==> src/rtl/irq_defer_pkg.sv <==
package irq_defer_pkg;
  typedef enum logic [1:0] {
    SEQ_IDLE = 2'd0,
    SEQ_PSW  = 2'd1,
    SEQ_PC   = 2'd2,
    SEQ_VEC  = 2'd3
  } seq_state_e;

  function automatic int unsigned idx_width(input int unsigned n);
    return (n < 2) ? 1 : $clog2(n);
  endfunction

  function automatic int unsigned max_width(input int unsigned a, input int unsigned b);
    return (a > b) ? a : b;
  endfunction
endpackage

==> src/rtl/irq_flag_bank.sv <==
module irq_flag_bank #(
  parameter int unsigned NUM_SRC = 8
) (
  input  logic               clk_i,
  input  logic               rst_i,
  input  logic [NUM_SRC-1:0] req_i,
  input  logic [NUM_SRC-1:0] clr_i,
  output logic [NUM_SRC-1:0] flag_o
);
  logic [NUM_SRC-1:0] flag_q;

  for (genvar i = 0; i < NUM_SRC; i++) begin : g_flag
    always_ff @(posedge clk_i) begin
      if (rst_i) flag_q[i] <= 1'b0;
      else       flag_q[i] <= (flag_q[i] & ~clr_i[i]) | req_i[i];
    end

    // a flag only rises after a request
    p_flag_needs_req_r2: assert property (@(posedge clk_i) disable iff (rst_i)
      (!flag_q[i] && !req_i[i]) |=> !flag_q[i]);
    // a flag only falls on its own clear
    p_flag_holds_r2: assert property (@(posedge clk_i) disable iff (rst_i)
      (flag_q[i] && !clr_i[i]) |=> flag_q[i]);
  end

  assign flag_o = flag_q;
endmodule

==> src/rtl/irq_pick.sv <==
module irq_pick #(
  parameter int unsigned NUM_SRC = 8,
  parameter int unsigned IDX_W   = 3
) (
  input  logic [NUM_SRC-1:0] flag_i,
  input  logic [NUM_SRC-1:0] mask_i,
  input  logic [NUM_SRC-1:0] prio_i,
  output logic               valid_o,
  output logic [IDX_W-1:0]   idx_o
);
  logic [NUM_SRC-1:0] elig;
  logic [NUM_SRC-1:0] hi_grp;
  logic [NUM_SRC-1:0] lo_grp;
  logic [NUM_SRC-1:0] win_grp;

  always_comb begin
    elig    = flag_i & ~mask_i;
    hi_grp  = elig & prio_i;
    lo_grp  = elig & ~prio_i;
    win_grp = (|hi_grp) ? hi_grp : lo_grp;
    valid_o = |win_grp;
    idx_o   = '0;
    for (int i = NUM_SRC - 1; i >= 0; i--) begin
      if (win_grp[i]) idx_o = IDX_W'(i);
    end
  end
endmodule

==> src/rtl/irq_save_seq.sv <==
module irq_save_seq
  import irq_defer_pkg::*;
#(
  parameter int unsigned PSW_W  = 8,
  parameter int unsigned PC_W   = 16,
  parameter int unsigned IDX_W  = 3,
  parameter int unsigned DATA_W = 16
) (
  input  logic              clk_i,
  input  logic              rst_i,
  input  logic              start_i,
  input  logic              nmi_i,
  input  logic [IDX_W-1:0]  src_i,
  input  logic [PSW_W-1:0]  psw_i,
  input  logic [PC_W-1:0]   pc_i,
  output logic              ack_o,
  output logic              ack_nmi_o,
  output logic [IDX_W-1:0]  ack_src_o,
  output logic              busy_o,
  output logic              mem_we_o,
  output logic [DATA_W-1:0] mem_wdata_o,
  output logic              vec_load_o
);
  seq_state_e          state_q;
  logic [PC_W-1:0]     pc_q;
  logic                ack_q, nmi_q, we_q, vec_q;
  logic [IDX_W-1:0]    src_q;
  logic [DATA_W-1:0]   wdata_q;

  always_ff @(posedge clk_i) begin
    if (rst_i) begin
      state_q <= SEQ_IDLE;
      pc_q    <= '0;
      ack_q   <= 1'b0;
      nmi_q   <= 1'b0;
      src_q   <= '0;
      we_q    <= 1'b0;
      vec_q   <= 1'b0;
      wdata_q <= '0;
    end else begin
      ack_q <= 1'b0;
      we_q  <= 1'b0;
      vec_q <= 1'b0;
      unique case (state_q)
        SEQ_IDLE: begin
          if (start_i) begin
            state_q <= SEQ_PSW;
            ack_q   <= 1'b1;
            nmi_q   <= nmi_i;
            src_q   <= src_i;
            pc_q    <= pc_i;
            we_q    <= 1'b1;
            wdata_q <= DATA_W'(psw_i);
          end
        end
        SEQ_PSW: begin
          state_q <= SEQ_PC;
          we_q    <= 1'b1;
          wdata_q <= DATA_W'(pc_q);
        end
        SEQ_PC: begin
          state_q <= SEQ_VEC;
          vec_q   <= 1'b1;
          wdata_q <= '0;
        end
        SEQ_VEC: state_q <= SEQ_IDLE;
        default: state_q <= SEQ_IDLE;
      endcase
    end
  end

  assign ack_o       = ack_q;
  assign ack_nmi_o   = nmi_q;
  assign ack_src_o   = src_q;
  assign busy_o      = (state_q != SEQ_IDLE);
  assign mem_we_o    = we_q;
  assign mem_wdata_o = wdata_q;
  assign vec_load_o  = vec_q;

  // status write is followed by the counter write
  p_psw_then_pc_r9: assert property (@(posedge clk_i) disable iff (rst_i)
    (state_q == SEQ_PSW) |=> (state_q == SEQ_PC && mem_we_o));
  // acknowledge lasts a single cycle
  p_ack_pulse_r9: assert property (@(posedge clk_i) disable iff (rst_i)
    ack_o |=> !ack_o);
  // stack writes and vector loads only inside the busy window
  p_strobe_in_busy_r9: assert property (@(posedge clk_i) disable iff (rst_i)
    (mem_we_o || vec_load_o) |-> busy_o);
endmodule

==> src/rtl/irq_defer_ctrl.sv <==
module irq_defer_ctrl
  import irq_defer_pkg::*;
#(
  parameter int unsigned NUM_SRC = 8,
  parameter int unsigned PSW_W   = 8,
  parameter int unsigned PC_W    = 16,
  localparam int unsigned IDX_W  = idx_width(NUM_SRC),
  localparam int unsigned DATA_W = max_width(PSW_W, PC_W)
) (
  input  logic               clk_i,
  input  logic               rst_i,
  input  logic               instr_done_i,
  input  logic               instr_defer_i,
  input  logic               instr_brk_i,
  input  logic               ie_set_i,
  input  logic               ie_clr_i,
  input  logic [NUM_SRC-1:0] irq_req_i,
  input  logic [NUM_SRC-1:0] irq_mask_i,
  input  logic [NUM_SRC-1:0] irq_prio_i,
  input  logic               nmi_i,
  input  logic [PSW_W-1:0]   status_i,
  input  logic [PC_W-1:0]    pc_i,
  output logic               ie_o,
  output logic [NUM_SRC-1:0] irq_pend_o,
  output logic               ack_o,
  output logic               ack_nmi_o,
  output logic [IDX_W-1:0]   ack_src_o,
  output logic               busy_o,
  output logic               mem_we_o,
  output logic [DATA_W-1:0]  mem_wdata_o,
  output logic               vec_load_o
);
  logic               ie_q;
  logic               nmi_prev_q, nmi_pend_q, nmi_edge;
  logic [NUM_SRC-1:0] flag_w, clr_w;
  logic               sel_valid;
  logic [IDX_W-1:0]   sel_idx;
  logic               boundary, nmi_take, mask_take, start;

  // Boundary decision
  always_comb begin
    boundary  = instr_done_i && !busy_o;
    nmi_take  = boundary && nmi_pend_q && !instr_defer_i;
    mask_take = boundary && !instr_defer_i && !instr_brk_i && ie_q &&
                sel_valid && !nmi_pend_q;
    start     = nmi_take || mask_take;
    clr_w     = '0;
    if (mask_take) clr_w[sel_idx] = 1'b1;
  end

  assign nmi_edge = nmi_i && !nmi_prev_q;

  always_ff @(posedge clk_i) begin
    if (rst_i) begin
      ie_q       <= 1'b0;
      nmi_prev_q <= 1'b0;
      nmi_pend_q <= 1'b0;
    end else begin
      nmi_prev_q <= nmi_i;
      nmi_pend_q <= (nmi_pend_q && !nmi_take) || nmi_edge;
      if (mask_take || (boundary && instr_brk_i) || ie_clr_i) ie_q <= 1'b0;
      else if (ie_set_i)                                       ie_q <= 1'b1;
    end
  end

  irq_flag_bank #(.NUM_SRC(NUM_SRC)) u_flags (
    .clk_i  (clk_i),
    .rst_i  (rst_i),
    .req_i  (irq_req_i),
    .clr_i  (clr_w),
    .flag_o (flag_w)
  );

  irq_pick #(.NUM_SRC(NUM_SRC), .IDX_W(IDX_W)) u_pick (
    .flag_i  (flag_w),
    .mask_i  (irq_mask_i),
    .prio_i  (irq_prio_i),
    .valid_o (sel_valid),
    .idx_o   (sel_idx)
  );

  irq_save_seq #(.PSW_W(PSW_W), .PC_W(PC_W), .IDX_W(IDX_W), .DATA_W(DATA_W)) u_seq (
    .clk_i       (clk_i),
    .rst_i       (rst_i),
    .start_i     (start),
    .nmi_i       (nmi_take),
    .src_i       (sel_idx),
    .psw_i       (status_i),
    .pc_i        (pc_i),
    .ack_o       (ack_o),
    .ack_nmi_o   (ack_nmi_o),
    .ack_src_o   (ack_src_o),
    .busy_o      (busy_o),
    .mem_we_o    (mem_we_o),
    .mem_wdata_o (mem_wdata_o),
    .vec_load_o  (vec_load_o)
  );

  assign ie_o       = ie_q;
  assign irq_pend_o = flag_w;

  // a deferring boundary never leads to an acknowledge
  p_defer_hold_r3: assert property (@(posedge clk_i) disable iff (rst_i)
    (instr_done_i && instr_defer_i && !busy_o) |=> !ack_o);
  // a break boundary never yields a maskable acknowledge
  p_brk_no_mask_r5: assert property (@(posedge clk_i) disable iff (rst_i)
    (instr_done_i && instr_brk_i && !busy_o) |=> !(ack_o && !ack_nmi_o));
  // the enable is low after a break boundary
  p_brk_clears_ie_r5: assert property (@(posedge clk_i) disable iff (rst_i)
    (instr_done_i && instr_brk_i && !busy_o) |=> !ie_o);
  // a maskable acknowledge comes with the enable cleared
  p_mack_clears_ie_r8: assert property (@(posedge clk_i) disable iff (rst_i)
    (ack_o && !ack_nmi_o) |-> !ie_o);
  // no acknowledge follows a busy cycle
  p_busy_blocks_r10: assert property (@(posedge clk_i) disable iff (rst_i)
    busy_o |=> !ack_o);
  // a disable request always wins
  p_clr_wins_r11: assert property (@(posedge clk_i) disable iff (rst_i)
    ie_clr_i |=> !ie_o);
endmodule

==> config.mk <==
export PLATFORM = sky130hd
export DESIGN_NAME = irq_defer_ctrl
export DESIGN_NICKNAME = d
export VERILOG_FILES = /design/src/rtl/irq_defer_pkg.sv /design/src/rtl/irq_flag_bank.sv /design/src/rtl/irq_pick.sv /design/src/rtl/irq_save_seq.sv /design/src/rtl/irq_defer_ctrl.sv
export SDC_FILE = /design/constraint.sdc
export NUM_CORES = 1
export LEC_CHECK = 0
export BUFFER_PORTS_ARGS = -buffer_cell sky130_fd_sc_hd__buf_2
export CORE_MARGIN = 2
export CORE_UTILIZATION = 35
export DETAILED_ROUTE_END_ITERATION = 10
export SYNTH_ARGS = -nofsm -noshare
export SYNTH_HDL_FRONTEND = slang
export SYNTH_SLANG_ARGS = --single-unit
==> constraint.sdc <==
create_clock -name clk_i -period 2.4 [get_ports clk_i]
set_input_delay 0 -clock clk_i [delete_from_list [all_inputs] [get_ports clk_i]]
set_output_delay 0 -clock clk_i [all_outputs]
set_load 0.05 [all_outputs]
After elaboration in Yosys (flattened, before gate mapping)
Cells that the tools add are included.
Storage, ports and cells
  flip-flop bits (word level): 52
  input bits: 56
  output and inout bits: 33
  logic and storage cells: 105
Operators by class
  $lt $le $gt $ge: 2
  equal/unequal tests: 4
  mux-type cells: 19
  bitwise logic cells: 30
  reductions and logical operators: 31
Operator list (number)
  one-hot mux 16 bit (3 select lines): 1
  bitwise AND 8 bit: 3
  two-way mux 3 bit: 8
  two-way mux 16 bit: 1
  two-way mux 8 bit: 2
  NOT 8 bit: 2
  OR reduction 8 bit: 2
  logical AND 1 bit: 12
  NOT 1 bit: 9
  bitwise AND 1 bit: 8
  bitwise OR 1 bit: 8
  one-hot mux 2 bit (4 select lines): 1
  zero test 1 bit: 6
  equality test 2 bit, second input constant: 2
  logical OR 1 bit: 4
  < comparator 3 x 4 -> 1 bit, second input constant: 1
  AND reduction 2 bit: 2
  OR reduction 2 bit: 2
  demux 1 bit (select 3 bit): 1
  >= comparator 3 x 1 -> 1 bit, second input constant: 1
  two-way mux 1 bit: 3
  nonzero test 3 bit: 1
  equality test 2 x 1 -> 1 bit, second input constant: 1
  zero test 2 bit: 1
  other kinds (4): 4

Logic depth before layout (Yosys ltp)
  depth in word-level cells: 21
  depth in mapped cells: 9
  mapped depth without buffers: 8

Modules after synthesis
A second synthesis with hierarchy kept.
Unflattened totals
  cell total of the unflattened synthesis: 297
  area total of the unflattened synthesis: 2571.2 um^2
Modules (own cells, without submodules)
  irq_save_seq: times used 1, cells an instance 192, area each 1626.6 um^2, sequential area each 820.8 um^2
  irq_flag_bank: times used 1, cells an instance 33, area each 381.6 um^2, sequential area each 160.2 um^2
  irq_pick: times used 1, cells an instance 44, area each 309.0 um^2, sequential area each 0.0 um^2
  irq_defer_ctrl: times used 1, cells an instance 28, area each 254.0 um^2, sequential area each 60.1 um^2

Worst setup path before layout
No wires, ideal clock.
  kind: reg2reg
  start: register u_flags.flag_q[4], in the netlist u_flags.flag_o[4]
  end: register u_seq.wdata_q[6], in the netlist u_seq.mem_wdata_o[6]
  library setup time: 0.121 ns
  data arrival time: 2.669 ns
  data required time: 2.279 ns
  setup slack: -0.391 ns
  cell stages (with the launch flop): 9
  path buffers: 1
  clock period less this slack: 2.791 ns
  path through: dfxtp_1 -> nand2b_1 -> o2111a_1 -> a21o_1 -> a22oi_1 -> a41oi_2 -> o21bai_4 -> buf_6 -> mux2_4
On the way
  longest elaborated chain between the ends: 10
  elaborated cells between the ends (all ways): 11
Ends and longest elaborated chain
  from (decl): RTL line irq_flag_bank.sv:10  | logic [NUM_SRC-1:0] flag_q;
  from (signal, indexed assignment): RTL line irq_flag_bank.sv:15  | else flag_q[i] <= (flag_q[i] & ~clr_i[i]) | req_i[i];
  bitwise AND 8 bit *: RTL line irq_pick.sv:17  | elig = flag_i & ~mask_i;
  bitwise AND 8 bit: RTL line irq_pick.sv:18  | hi_grp = elig & prio_i;
  OR reduction 8 bit: RTL line irq_pick.sv:20  | win_grp = (|hi_grp) ? hi_grp : lo_grp;
  two-way mux 8 bit *: RTL line irq_pick.sv:20
  OR reduction 8 bit *: RTL line irq_pick.sv:21  | valid_o = |win_grp;
  logical AND 1 bit *: RTL line irq_defer_ctrl.sv:44  | mask_take = boundary && !instr_defer_i && !instr_brk_i && ie_q &&
  logical AND 1 bit *: RTL line irq_defer_ctrl.sv:45  | sel_valid && !nmi_pend_q;
  logical OR 1 bit *: RTL line irq_defer_ctrl.sv:46  | start = nmi_take || mask_take;
  inequality test 2 bit (no source line) *
  AND reduction 2 bit (no source line) *
  to (signal assigned): RTL line irq_save_seq.sv:53  | wdata_q <= DATA_W'(psw_i);
  to (signal assigned): RTL line irq_save_seq.sv:59  | wdata_q <= DATA_W'(pc_q);
  to (decl): RTL line irq_save_seq.sv:28  | logic [DATA_W-1:0] wdata_q;
Every way passes the cells marked *; elsewhere a longest branch is shown, timed or not.
A chain may end at the register's enable or synchronous reset.

Worst setup path after layout
  start: register u_flags.flag_q[0], in the netlist u_flags.flag_o[0]
  end: register u_seq.wdata_q[7], in the netlist u_seq.mem_wdata_o[7]
Same word-level chain as after synthesis.

==> metrics.txt <==
# TYPE chip_impl_metric gauge
chip_impl_metric{name="share_comb_of_total_power",unit="%"} 38.8
chip_impl_metric{name="drtPass1Iterations",unit=""} 4
chip_impl_metric{name="clkLatencyLatePin",unit="ps"} 310
chip_impl_info{name="worst_hold_path_type",value="in -> reg"} 1
chip_impl_metric{name="final.min_clock_period",unit="ps"} 2400
chip_impl_metric{name="yosys_warnings",unit=""} 0
chip_impl_metric{name="cts-htree-levels",unit=""} 2
chip_impl_metric{name="first_pass_grt_wire_length",unit="um"} 11500
chip_impl_metric{name="synthesis.nets",unit=""} 359
chip_impl_metric{name="syn_to_layout_area_delta",unit="%"} 42.6
chip_impl_metric{name="totalNegativeSetupSlack",unit="ps"} 0
chip_impl_metric{name="power.sequential.fraction",unit="%"} 39.5
chip_impl_metric{name="die-width",unit="um"} 89.6
chip_impl_info{name="timing.critical_path.from_type",value="flip-flop"} 1
chip_impl_metric{name="rows",unit=""} 31
chip_impl_metric{name="drc",unit=""} 0
chip_impl_metric{name="timing_hold_violations_final",unit=""} 0
chip_impl_metric{name="grt_pass1_vias",unit=""} 2487
chip_impl_metric{name="synth_area",unit="um2"} 2570
chip_impl_metric{name="clock_tree.buffer_depth",unit=""} 2
chip_impl_metric{name="clock.fmax",unit="MHz"} 417
chip_impl_metric{name="internal_power",unit="uW"} 1540
chip_impl_metric{name="r2r.worst_path.cells",unit=""} 9
chip_impl_metric{name="hold_depth",unit=""} 3
chip_impl_metric{name="grtUsageMet2",unit="%"} 32.2
chip_impl_metric{name="power_per_cell_area",unit="nW/um2"} 690
chip_impl_metric{name="data_required_critical_path",unit="ps"} 2610
chip_impl_metric{name="netlist_instances",unit=""} 299
chip_impl_metric{name="r2r_setup_slack",unit="ps"} 2
chip_impl_metric{name="antenna_cells_inserted",unit=""} 0
chip_impl_metric{name="layout.area.seq",unit="um2"} 1060
chip_impl_metric{name="area_of_the_die",unit="um2"} 8030
chip_impl_metric{name="final_nets",unit=""} 485
chip_impl_metric{name="worstMarginPinSlew",unit="ps"} 699
chip_impl_metric{name="dpl.cell_count",unit=""} 481
chip_impl_metric{name="final-setup-viol-count",unit=""} 0
chip_impl_metric{name="proportion_of_layout_cells_with_a_drive_suffix_above_1",unit="%"} 35.2
chip_impl_metric{name="routed_wl",unit="um"} 7520
chip_impl_info{name="grt-busiest-layer",value="met2"} 1
chip_impl_metric{name="area_used_by_multi_input_combinational_logic",unit="um2"} 1460
chip_impl_info{name="clockRootBuffer",value="clkbuf_8"} 1
chip_impl_metric{name="cts.reportedPaths.clkPinSlew",unit="ps"} 100
chip_impl_metric{name="gr-usage-met3",unit="%"} 3.47
chip_impl_info{name="dominantRegCellSynth",value="dfxtp_1"} 1
chip_impl_info{name="worst_setup_path_category",value="reg -> reg"} 1
chip_impl_metric{name="total_power",unit="uW"} 2520
chip_impl_metric{name="crit_path_max_fanout",unit=""} 7
chip_impl_info{name="rsz0062_at_grt",value="yes"} 1
chip_impl_metric{name="worst_clock_skew",unit="ps"} 9.72
chip_impl_metric{name="route.detailed.vias_per_inst",unit=""} 5.02
chip_impl_metric{name="detailed_place_hpwl",unit="um"} 5050
chip_impl_metric{name="cp_data_arrival_time",unit="ps"} 2610
chip_impl_metric{name="ports",unit=""} 89
chip_impl_metric{name="final.period_utilization",unit="%"} 99.9
chip_impl_metric{name="grt_start_max_net_pins",unit=""} 35
chip_impl_metric{name="die_h",unit="um"} 89.6
chip_impl_metric{name="port-buffer-count",unit=""} 88
chip_impl_metric{name="synth_enable_flop_cells",unit=""} 0
chip_impl_metric{name="first_iter_violations",unit=""} 83
chip_impl_metric{name="coreArea",unit="um2"} 7180
chip_impl_metric{name="timing.max_slew.rel_slack",unit="%"} 53.3
chip_impl_metric{name="cts_made_buffers",unit=""} 5
chip_impl_metric{name="wl_per_cell",unit="um"} 14.3
chip_impl_metric{name="peakVddDrop",unit="V"} 0.000491
chip_impl_metric{name="postRouteAntennaNets",unit=""} 0
chip_impl_info{name="setup_crit_end_kind",value="flip-flop"} 1
chip_impl_metric{name="number_of_different_library_cells_in_the_post_synthesis_netlist",unit=""} 46
chip_impl_metric{name="routability_congestion",unit=""} 0.860
chip_impl_metric{name="seq_area_frac_synth",unit="%"} 40.6
chip_impl_metric{name="layout.filler_cells",unit=""} 723
chip_impl_metric{name="initial_antenna_violation_count",unit=""} 0
chip_impl_metric{name="clockPowerShare",unit="%"} 21.6
chip_impl_metric{name="final_max_slew_viol_count",unit=""} 0
chip_impl_metric{name="cap_viol_max_count",unit=""} 0
chip_impl_metric{name="initial_utilization",unit="%"} 35.8
chip_impl_metric{name="vias",unit=""} 2635
chip_impl_info{name="outcome",value="finished clean"} 1
chip_impl_metric{name="power.static_leakage",unit="uW"} 0.00160
chip_impl_metric{name="grt_use_total",unit="%"} 18.3
chip_impl_info{name="tritoncts",value="built"} 1
chip_impl_metric{name="switching_share",unit="%"} 38.9
chip_impl_metric{name="switching_power",unit="uW"} 981
chip_impl_metric{name="grt_ovf",unit=""} 0
chip_impl_metric{name="grt_util_met1",unit="%"} 22.9
chip_impl_metric{name="share_of_flip_flops_with_an_asynchronous_set_or_reset_after_synthesis",unit="%"} 0
chip_impl_metric{name="clkSinkCount",unit=""} 52
chip_impl_metric{name="layout.cells.non_filler",unit=""} 525
chip_impl_metric{name="synth-seq-cells",unit=""} 52
chip_impl_metric{name="average_size_of_a_mapped_cell",unit="um2"} 8.58
-- timing repair --
item / in CTS / in global routing
gates resized for setup: 1 / 10
setup buffers: 2 / 5
hold buffers: 28 / 0
pin swaps: 1 / 12
hold endpoints to repair: 26 / 0
setup endpoints to repair: 9 / 16
cloned: 0 / 1
-- stage by stage --
stage	hold slack (ps)	util [%]	area, um2	setup slack, ps
floorplan	113	-	2600	-16.8
global placement	213	44.4	3190	57.9
detailed placement	221	44.4	3190	-18.5
CTS	49.0	50.0	3580	5.50
global route	70.8	51.0	3660	-51.8
finish	42.6	51.0	3660	1.86
-- layout by cell type, fill, tap and decap left out, types with 3 or more instances in the layout --
cell	netlist	layout
nand2b_1	12	12
and3b_1	3	3
buf_4	1	20
nor2_1	15	15
nand3_1	37	37
dlygate4sd3_1	0	28
ha_1	4	4
clkbuf_8	0	5
nand3b_1	3	3
nand2_1	15	14
buf_2	1	89
inv_1	7	7
nor2b_1	17	16
o21ai_0	20	20
a21oi_1	36	34
and2_1	3	3
a21o_1	3	3
mux2i_1	8	8
a211oi_1	4	3
dfxtp_1	52	44
mux2_2	6	6
dfxtp_2	0	6
-- registers in the layout, indices dropped and copies added (netlist names) --
signal and count:
u_seq.mem_wdata_o 16, u_seq.ack_o 1, u_seq.state_q 2, u_seq.ack_nmi_o 1, u_seq.mem_we_o 1, ie_o 1
u_seq.pc_q 16, u_seq.ack_src_o 3, u_flags.flag_o 8, u_seq.vec_load_o 1, nmi_prev_q 1, nmi_pend_q 1
-- metal layers --
layer  share of wire, %  vias to the layer above
met5                  0                        -
met4               0.94                        0
met3                4.5                        7
met2                 49                       68
met1                 46                     1235
li1                   -                     1325
-- power by group through the flow --
stage | Clock (uW) | Combinational (uW) | Sequential (uW)
finish | 546 | 980 | 998
global route | 588 | 1050 | 1010
CTS | 564 | 964 | 999
detailed placement | 0 | 907 | 1020
global placement | 0 | 907 | 1010
floorplan | 0 | 446 | 1240
-- cell families (layout without fill, tap and decap cells) --
| group | after synthesis | in the layout | share of synthesized area, % |
|---|---|---|---|
| compound gates | 88 | 88 | 23.0 |
| flops | 52 | 52 | 40.6 |
| buf+inv | 27 | 154 | 4.44 |
| fa+ha+maj | 4 | 4 | 1.95 |
| simple gates | 112 | 112 | 23.1 |
| mux | 16 | 16 | 6.92 |
-- worst max-delay path: stages (launching register included) --
cell       delay [ps]
dfxtp_2           340
and3b_1           190
a2111oi_4         340
buf_4             220
a21oi_2            70
o22a_2            280
a41oi_4           300
o21bai_4          100
buf_4             160
mux2_4            290
-- synth_stat cells, types with 4 or more instances --
cell type	n	area (um2)
dfxtp_1	52	1040
a211oi_1	4	30.0
nor2_1	15	56.3
ha_1	4	50.1
nand2_1	15	56.3
mux2_2	6	67.6
a21oi_1	36	180
nor2b_1	17	106
nand2b_1	12	75.1
mux2i_1	8	80.1
nand3_1	37	185
o21ai_0	20	100
inv_1	7	26.3
clkbuf_1	16	60.1
-- final timing paths --
path                              start                     to
setup / recovery      u_flags.flag_o[0]   u_seq.mem_wdata_o[7]
hold / removal                 ie_set_i                   ie_o
setup reg to reg      u_flags.flag_o[0]   u_seq.mem_wdata_o[7]
hold reg to reg   u_seq.mem_wdata_o[14]  u_seq.mem_wdata_o[14]
-- cell type report --
class / count / share of cell area [%]
clock buffer: 5 / 1.88
multi-input combinational: 220 / 39.9
sequential: 52 / 28.9
timing repair buffer: 139 / 24.5
tap: 99 / 3.38
inverter: 7 / 0.718
clock inverter: 3 / 0.752
(Power assumes the default switching activity.)
